===== src/rtl/cache_ctl_pkg.sv =====
package cache_ctl_pkg;
    typedef enum logic [2:0] {
        ST_IDLE,
        ST_LOOKUP,
        ST_EVICT,
        ST_FILL,
        ST_MEMWR,
        ST_RESP
    } cc_state_e;
endpackage


===== src/rtl/cache_ctl_tags.sv =====
module cache_ctl_tags #(
    parameter int SETS  = 4,
    parameter int WAYS  = 2,
    parameter int TAG_W = 6,
    localparam int IDX_W = $clog2(SETS),
    localparam int WAY_W = (WAYS > 1) ? $clog2(WAYS) : 1
) (
    input  logic             clk,
    input  logic             rst_n,
    input  logic [IDX_W-1:0] idx,
    input  logic [TAG_W-1:0] tag,
    output logic             hit,
    output logic [WAY_W-1:0] hit_way,
    output logic [WAY_W-1:0] vict_way,
    output logic             vict_dirty,
    output logic [TAG_W-1:0] vict_tag,
    input  logic             touch_en,
    input  logic [WAY_W-1:0] touch_way,
    input  logic             mark_dirty,
    input  logic             fill_en,
    input  logic [WAY_W-1:0] fill_way
);
    logic [SETS-1:0]  valid_q [WAYS];
    logic [SETS-1:0]  dirty_q [WAYS];
    logic [TAG_W-1:0] tag_q   [WAYS][SETS];
    logic [SETS-1:0]  lru_q;
    logic [WAYS-1:0]  hit_vec;

    for (genvar w = 0; w < WAYS; w++) begin : g_cmp
        assign hit_vec[w] = valid_q[w][idx] && (tag_q[w][idx] == tag);

        // a dirty line is always a valid one
        a_r5_dirty_valid: assert property (@(posedge clk) disable iff (!rst_n)
            dirty_q[w][idx] |-> valid_q[w][idx]);
    end

    assign hit = |hit_vec;

    always_comb begin
        hit_way = '0;
        for (int w = 0; w < WAYS; w++) begin
            if (hit_vec[w]) hit_way = WAY_W'(w);
        end
    end

    if (WAYS == 2) begin : g_two_way
        always_comb begin
            if (!valid_q[0][idx])      vict_way = 1'b0;
            else if (!valid_q[1][idx]) vict_way = 1'b1;
            else                       vict_way = lru_q[idx];
        end
    end else begin : g_one_way
        assign vict_way = '0;
    end

    assign vict_dirty = dirty_q[vict_way][idx];
    assign vict_tag   = tag_q[vict_way][idx];

    always_ff @(posedge clk or negedge rst_n) begin
        if (!rst_n) begin
            for (int w = 0; w < WAYS; w++) begin
                valid_q[w] <= '0;
                dirty_q[w] <= '0;
            end
            lru_q <= '0;
        end else begin
            if (fill_en) begin
                valid_q[fill_way][idx] <= 1'b1;
                dirty_q[fill_way][idx] <= 1'b0;
            end
            if (mark_dirty) dirty_q[touch_way][idx] <= 1'b1;
            if (touch_en)   lru_q[idx] <= ~touch_way[0];
        end
    end

    always_ff @(posedge clk) begin
        if (fill_en) tag_q[fill_way][idx] <= tag;
    end

    a_r8_single_hit: assert property (@(posedge clk) disable iff (!rst_n)
        $onehot0(hit_vec));
endmodule


===== src/rtl/cache_ctl_data.sv =====
module cache_ctl_data #(
    parameter int SETS   = 4,
    parameter int WAYS   = 2,
    parameter int WPB    = 4,
    parameter int DATA_W = 32,
    localparam int IDX_W = $clog2(SETS),
    localparam int OFF_W = $clog2(WPB),
    localparam int WAY_W = (WAYS > 1) ? $clog2(WAYS) : 1,
    localparam int BLK_W = WPB * DATA_W
) (
    input  logic              clk,
    input  logic [IDX_W-1:0]  idx,
    input  logic [WAY_W-1:0]  rd_way,
    output logic [BLK_W-1:0]  rd_blk,
    input  logic              word_we,
    input  logic [WAY_W-1:0]  wr_way,
    input  logic [OFF_W-1:0]  wr_off,
    input  logic [DATA_W-1:0] wr_word,
    input  logic              blk_we,
    input  logic [BLK_W-1:0]  wr_blk
);
    logic [BLK_W-1:0] line_q [WAYS][SETS];

    assign rd_blk = line_q[rd_way][idx];

    always_ff @(posedge clk) begin
        if (blk_we) begin
            line_q[wr_way][idx] <= wr_blk;
        end else if (word_we) begin
            line_q[wr_way][idx][wr_off*DATA_W +: DATA_W] <= wr_word;
        end
    end
endmodule


===== src/rtl/cache_ctl.sv =====
module cache_ctl
    import cache_ctl_pkg::*;
#(
    parameter int ADDR_W = 10,
    parameter int DATA_W = 32,
    parameter int WPB    = 4,
    parameter int SETS   = 4,
    parameter int WAYS   = 2,
    localparam int OFF_W   = $clog2(WPB),
    localparam int IDX_W   = $clog2(SETS),
    localparam int TAG_W   = ADDR_W - OFF_W - IDX_W,
    localparam int BADDR_W = ADDR_W - OFF_W,
    localparam int BLK_W   = WPB * DATA_W,
    localparam int WAY_W   = (WAYS > 1) ? $clog2(WAYS) : 1
) (
    input  logic               clk,
    input  logic               rst_n,
    input  logic               cfg_write_back,
    input  logic               cfg_write_alloc,
    input  logic               cpu_req,
    input  logic               cpu_we,
    input  logic [ADDR_W-1:0]  cpu_addr,
    input  logic [DATA_W-1:0]  cpu_wdata,
    output logic [DATA_W-1:0]  cpu_rdata,
    output logic               cpu_ready,
    output logic               mem_req,
    output logic               mem_we,
    output logic [BADDR_W-1:0] mem_addr,
    output logic [WPB-1:0]     mem_wmask,
    output logic [BLK_W-1:0]   mem_wdata,
    input  logic [BLK_W-1:0]   mem_rdata,
    input  logic               mem_ack
);
    cc_state_e state_q, state_d;

    logic [ADDR_W-1:0] addr_q;
    logic              we_q, wb_q, wa_q;
    logic [DATA_W-1:0] wdata_q, rdata_q;
    logic [WAY_W-1:0]  vict_q;
    logic [TAG_W-1:0]  vtag_q;

    logic [OFF_W-1:0]  off;
    logic [IDX_W-1:0]  idx;
    logic [TAG_W-1:0]  tag;
    assign off = addr_q[OFF_W-1:0];
    assign idx = addr_q[OFF_W +: IDX_W];
    assign tag = addr_q[ADDR_W-1 -: TAG_W];

    logic             tag_hit, vict_dirty;
    logic [WAY_W-1:0] hit_way, vict_way;
    logic [TAG_W-1:0] vict_tag;
    logic             touch_en, mark_dirty, fill_en, word_we;
    logic [WAY_W-1:0] touch_way, rd_way;
    logic [BLK_W-1:0] rd_blk;

    cache_ctl_tags #(.SETS(SETS), .WAYS(WAYS), .TAG_W(TAG_W)) tags_i (
        .clk(clk), .rst_n(rst_n), .idx(idx), .tag(tag),
        .hit(tag_hit), .hit_way(hit_way),
        .vict_way(vict_way), .vict_dirty(vict_dirty), .vict_tag(vict_tag),
        .touch_en(touch_en), .touch_way(touch_way), .mark_dirty(mark_dirty),
        .fill_en(fill_en), .fill_way(vict_q)
    );

    cache_ctl_data #(.SETS(SETS), .WAYS(WAYS), .WPB(WPB), .DATA_W(DATA_W)) data_i (
        .clk(clk), .idx(idx), .rd_way(rd_way), .rd_blk(rd_blk),
        .word_we(word_we), .wr_way(touch_way), .wr_off(off), .wr_word(wdata_q),
        .blk_we(fill_en), .wr_blk(mem_rdata)
    );

    // state register
    always_ff @(posedge clk or negedge rst_n) begin
        if (!rst_n) state_q <= ST_IDLE;
        else        state_q <= state_d;
    end

    // next state
    always_comb begin
        state_d = state_q;
        unique case (state_q)
            ST_IDLE:   if (cpu_req) state_d = ST_LOOKUP;
            ST_LOOKUP: begin
                if (tag_hit)               state_d = (we_q && !wb_q) ? ST_MEMWR : ST_RESP;
                else if (we_q && !wa_q)    state_d = ST_MEMWR;
                else if (vict_dirty)       state_d = ST_EVICT;
                else                       state_d = ST_FILL;
            end
            ST_EVICT:  if (mem_ack) state_d = ST_FILL;
            ST_FILL:   if (mem_ack) state_d = ST_LOOKUP;
            ST_MEMWR:  if (mem_ack) state_d = ST_RESP;
            ST_RESP:   state_d = ST_IDLE;
            default:   state_d = ST_IDLE;
        endcase
    end

    // outputs and store controls
    always_comb begin
        touch_en   = 1'b0;
        mark_dirty = 1'b0;
        fill_en    = 1'b0;
        word_we    = 1'b0;
        touch_way  = hit_way;
        rd_way     = hit_way;
        mem_req    = 1'b0;
        mem_we     = 1'b0;
        mem_addr   = addr_q[ADDR_W-1:OFF_W];
        mem_wmask  = WPB'(1) << off;
        mem_wdata  = {WPB{wdata_q}};
        cpu_ready  = 1'b0;
        unique case (state_q)
            ST_IDLE: ;
            ST_LOOKUP: begin
                touch_en   = tag_hit;
                word_we    = tag_hit && we_q;
                mark_dirty = tag_hit && we_q && wb_q;
            end
            ST_EVICT: begin
                rd_way    = vict_q;
                mem_req   = 1'b1;
                mem_we    = 1'b1;
                mem_addr  = {vtag_q, idx};
                mem_wmask = '1;
                mem_wdata = rd_blk;
            end
            ST_FILL: begin
                mem_req   = 1'b1;
                touch_way = vict_q;
                fill_en   = mem_ack;
                touch_en  = mem_ack;
            end
            ST_MEMWR: begin
                mem_req = 1'b1;
                mem_we  = 1'b1;
            end
            ST_RESP:  cpu_ready = 1'b1;
            default: ;
        endcase
    end

    assign cpu_rdata = rdata_q;

    // request capture and miss bookkeeping
    always_ff @(posedge clk or negedge rst_n) begin
        if (!rst_n) begin
            addr_q  <= '0;
            we_q    <= 1'b0;
            wb_q    <= 1'b0;
            wa_q    <= 1'b0;
            wdata_q <= '0;
            rdata_q <= '0;
            vict_q  <= '0;
            vtag_q  <= '0;
        end else begin
            if (state_q == ST_IDLE && cpu_req) begin
                addr_q  <= cpu_addr;
                we_q    <= cpu_we;
                wdata_q <= cpu_wdata;
                wb_q    <= cfg_write_back;
                wa_q    <= cfg_write_alloc;
            end
            if (state_q == ST_LOOKUP) begin
                if (tag_hit && !we_q) rdata_q <= rd_blk[off*DATA_W +: DATA_W];
                if (!tag_hit) begin
                    vict_q <= vict_way;
                    vtag_q <= vict_tag;
                end
            end
        end
    end

    a_r10_ready_pulse: assert property (@(posedge clk) disable iff (!rst_n)
        cpu_ready |=> !cpu_ready);
    a_r10_mem_hold: assert property (@(posedge clk) disable iff (!rst_n)
        (mem_req && !mem_ack) |=> (mem_req && $stable(mem_addr) && $stable(mem_we)));
    a_r1_read_hit_quiet: assert property (@(posedge clk) disable iff (!rst_n)
        (state_q == ST_LOOKUP && tag_hit && !we_q) |=> !mem_req);
    a_r4_through_writes: assert property (@(posedge clk) disable iff (!rst_n)
        (state_q == ST_LOOKUP && tag_hit && we_q && !wb_q) |=> (mem_req && mem_we));
    a_r5_back_quiet: assert property (@(posedge clk) disable iff (!rst_n)
        (state_q == ST_LOOKUP && tag_hit && we_q && wb_q) |=> !mem_req);
    a_r2_fill_installs: assert property (@(posedge clk) disable iff (!rst_n)
        (state_q == ST_FILL && mem_ack) |=> tag_hit);
    a_r9_evict_then_fill: assert property (@(posedge clk) disable iff (!rst_n)
        (state_q == ST_EVICT && mem_ack) |=> (mem_req && !mem_we));
endmodule


===== config.mk =====
export PLATFORM = sky130hd
export DESIGN_NAME = cache_ctl
export DESIGN_NICKNAME = d
export VERILOG_FILES = /design/src/rtl/cache_ctl_pkg.sv /design/src/rtl/cache_ctl_tags.sv /design/src/rtl/cache_ctl_data.sv /design/src/rtl/cache_ctl.sv
export SDC_FILE = /design/constraint.sdc
export NUM_CORES = 2
export LEC_CHECK = 0
export ABC_AREA = 1
export BUFFER_PORTS_ARGS = -buffer_cell sky130_fd_sc_hd__buf_2
export CELL_PAD_IN_SITES_DETAIL_PLACEMENT = 1
export CELL_PAD_IN_SITES_GLOBAL_PLACEMENT = 2
export CORE_ASPECT_RATIO = 1.4
export CORE_UTILIZATION = 35
export CTS_CLUSTER_SIZE = 8
export DETAILED_ROUTE_END_ITERATION = 6
export GPL_TIMING_DRIVEN = 0
export PLACE_DENSITY = 0.75
export SETUP_SLACK_MARGIN = 0.15
export SYNTH_ARGS = -nofsm -noshare
export SYNTH_HDL_FRONTEND = slang
export SYNTH_SLANG_ARGS = --single-unit

===== constraint.sdc =====
create_clock -name clk -period 8.64 [get_ports clk]
set_clock_uncertainty 0.15 [all_clocks]
set_input_delay 0.864 -clock clk [delete_from_list [all_inputs] [get_ports clk]]
set_output_delay 0.864 -clock clk [all_outputs]
set_load 0.005 [all_outputs]

==> results.sh <==
export IMPL_area_growth_pct=18.25
export IMPL_cp_required_ns=7.63
export IMPL_ys_ff_latch=1179
export IMPL_power_uw=22380
export IMPL_yosys_top_cells_count="nand2_1, edfxtp_1, nand3_1, inv_1, o21ai_0"
export IMPL_synth_nets=6596
export IMPL_crit_path_start_kind="flip-flop"
export IMPL_drive_gt1_share_pct=11.96
export IMPL_yosysMostFrequentCell="nand2_1"
export IMPL_worst_setup_path_end_kind="output port"
export IMPL_fin_tns_setup_ns=0
export IMPL_crit_arrival_ns=6.56
export IMPL_numCtsBuffers=166
export IMPL_synth_area_leaders="edfxtp_1, nand2_1, nand3_1"
export IMPL_post_route_min_period_ns=7.569
export IMPL_relSlewSlack_pct=-2.708
export IMPL_grt_pass1_vias=52760
export IMPL_syn_inst=6411
export IMPL_synth_yosys_warnings=0
export IMPL_instances_no_fill=9218
export IMPL_dr_pass1_iters=6
export IMPL_powerDensity_nw_per_um2=323.6
export IMPL_cpMostUsedCell="nand2_1"
export IMPL_grt_pass1_wl_um=407600
export IMPL_rows=177
export IMPL_place_gp_congestion=0.9903
export IMPL_syn_area_um2=58470
export IMPL_crit_path_max_incr_delay_ns=1.19
export IMPL_synth_top_cell_area_share_pct=55.05
export IMPL_placedCellCount=8955
export IMPL_final_max_slew_violation_count=8
export IMPL_synth_area_per_cell_um2=9.121
export IMPL_async_flop_share_pct=9.075
export IMPL_avgRoutedWirePerCell_um=32.51
export IMPL_clock_sinks=1179
export IMPL_hpwlAfterDp_um=229500
export IMPL_critPathKind="reg2out"
export IMPL_maxCapViolCount=4
export IMPL_tightest_slew_ns=1.535
export IMPL_r2r_slack_ns=2.03
export IMPL_status="finished with violations"
export IMPL_cpMaxStageDelayCell="o21ai_0"
export IMPL_ant_nets=0
export IMPL_nNetsFinal=7161
export IMPL_rsz0062_at_grt="false"
export IMPL_dr_first_iter_drc_count=5478
export IMPL_htreeDepth=4
export IMPL_cts_buffer_depth=3
export IMPL_root_buffer="clkbuf_16"
export IMPL_ff_latch_area_um2=34870
export IMPL_die_x_um=347.4
export IMPL_ios=352
export IMPL_post_cts_buffers=0
export IMPL_ir_worst_vdd_v=0.0002111
export IMPL_drc=0
export IMPL_wirelength_um=299700
export IMPL_core_area_um2=166100
export IMPL_avgViaCountPerCell=5.670
export IMPL_yosysTopAreaCell="edfxtp_1"
export IMPL_crit_chain="inv_1 > nand2_1 > nor2_1 > nand2_1 > clkbuf_2 > clkbuf_1 > nand3b_1 > nand3_1 > nand2_1 > nor2_1 > o21ai_0 > buf_2"
export IMPL_insertion_delay_ns=0.83
export IMPL_gr_total_overflow=0
export IMPL_synth_seq_area_share_pct=59.63
export IMPL_die_height_um=485.6
export IMPL_synth_flop_cell="edfxtp_1"
export IMPL_p_leak_uw=0.02920
export IMPL_portBuffers=351
export IMPL_hold_path_class="in2reg"
export IMPL_clk_pin_slew_worst_paths_ns=0.05
export IMPL_ys_types=38
export IMPL_fmax_mhz=132.1
export IMPL_synth_edff_count=1072
export IMPL_violations="capacitance limit, slew limit"
export IMPL_antenna_found_initial=44
export IMPL_min_period_over_period_pct=87.61
export IMPL_cts_tree="done"
export IMPL_setup_viol=0
export IMPL_start_util_pct=35.20
export IMPL_grt_max_degree=57
export IMPL_via_count=52260
export IMPL_multiInputGateArea_um2=18950
export IMPL_finalHoldViolCount=0
export IMPL_grt_usage_pct=35.11
export IMPL_fill_cells=19110
export IMPL_worst_path_max_fanout=10
export IMPL_dieArea_um2=168700
area by class of cell:
cell class | instances | share of cell area [%]
Inverter | 777 | 4.222
Clock inverter | 14 | 0.3981
Multi-Input combinational cell | 4017 | 27.41
Sequential cell | 1179 | 50.43
Antenna cell | 19 | 0.06876
Tap cell | 2148 | 3.887
Clock buffer | 229 | 6.487
Timing Repair Buffer | 397 | 4.041
Buffer | 438 | 3.060
cells in the final DEF (no fill, tap or decap), types with 5 or more instances in the layout:
cell type	synthesis	routed
nor2_1	244	240
clkbuf_1	163	211
nand3_1	851	851
buf_1	86	86
buf_12	0	24
buf_4	44	44
buf_6	18	19
diode_2	0	19
clkinv_8	0	5
nor2_2	1	5
dfrtp_1	107	107
clkbuf_16	0	170
a21oi_4	0	32
ha_1	8	8
a22oi_1	5	5
buf_2	127	477
buf_16	0	18
nand2_1	1780	1780
o21ai_1	297	297
o21a_1	7	7
clkbuf_2	0	10
a21oi_1	83	51
or2_2	11	11
o21ai_0	380	380
edfxtp_1	1072	1072
nand3b_1	320	320
inv_1	772	772
what timing repair did:
action / 4_1_cts / 5_1_grt
resized for setup: 0 / 0
hold endpoints to repair: 55 / 0
hold buffers: 1 / 0
report_power, final:
part	leakage [µW]	switching [µW]	total (µW)	internal, µW
Combinational	0.0160	7330	9230	1900
Sequential	0.0109	270	6880	6610
Clock	0.00229	2630	6260	3640
Total	0.0292	10200	22400	12100
sequential cells by signal (all words and copies together) (netlist names), 3 cells and up:
register and count:
tags_i.lru_q 4, tags_i.tag_q 48, tags_i.dirty_q 8, wdata_q 32, cpu_rdata 32, data_i.line_q 1024, addr_q 10, vtag_q 6
tags_i.valid_q 8, state_q 3
layer usage:
layer,wire (µm),vias to the layer above,part of all wire (%),global-route usage (%)
li1,-,22460,-,-
met1,110100,26300,37,40.95
met2,137000,2670,46,56.12
met3,28460,800,9.5,9.217
met4,23920,30,8.0,24.82
met5,195,-,0.065,0
kinds of logic after synthesis:
family | Yosys count | synth area share [%]
xor gates and xnor gates | 4 | 0.05991
buffers and inverters | 1215 | 8.589
DFF | 1179 | 59.63
muxes | 2 | 0.03851
AOI/OAI and AO/OA | 783 | 6.811
and+or+nand+nor | 3220 | 24.70
adders and majority gates | 8 | 0.1712
worst max-delay path, delay by kind of cell, from the launching register on:
family,cells,cell delay [ns]
compound gates,1,1.19
buf+inv,4,1.72
flops,1,0.40
simple gates,7,2.39
metrics by stage:
| step | worst slack [ns] | area, µm² | util (%) | hold WS (ns) |
|---|---|---|---|---|
| 2_1_floorplan | 4.338 | 58470 | - | 0.2774 |
| 6_report | 1.071 | 69150 | 41.63 | 0.1602 |
| 4_1_cts | 1.133 | 69100 | 41.60 | 0.1219 |
| 5_1_grt | 0.9644 | 69110 | 41.61 | 0.1592 |
| 3_5_place_dp | 2.027 | 64330 | 38.73 | 0.3015 |
| 3_3_place_gp | 0.1473 | 62920 | 37.88 | 0.2939 |
path summary, 6_finish.rpt:
kind | startpoint | cells past startpoint | end
worst max-delay path | state_q[2]$_DFFE_PN0P_ | 12 | mem_wdata[122]
worst min-delay path | cpu_wdata[5] | 3 | wdata_q[5]$_DFFE_PN0P_
worst max register to register | addr_q[1]$_DFFE_PN0P_ | 9 | data_i.line_q[0][45]$_DFFE_PP_
worst min register to register | tags_i.valid_q[7]$_DFFE_PN0P_ | 2 | tags_i.valid_q[7]$_DFFE_PN0P_
max in group asynchronous | rst_n | 3 | cpu_rdata[11]$_DFFE_PN0P_
min in group asynchronous | rst_n | 2 | vtag_q[3]$_DFFE_PN0P_
(Power assumes the default switching activity.)
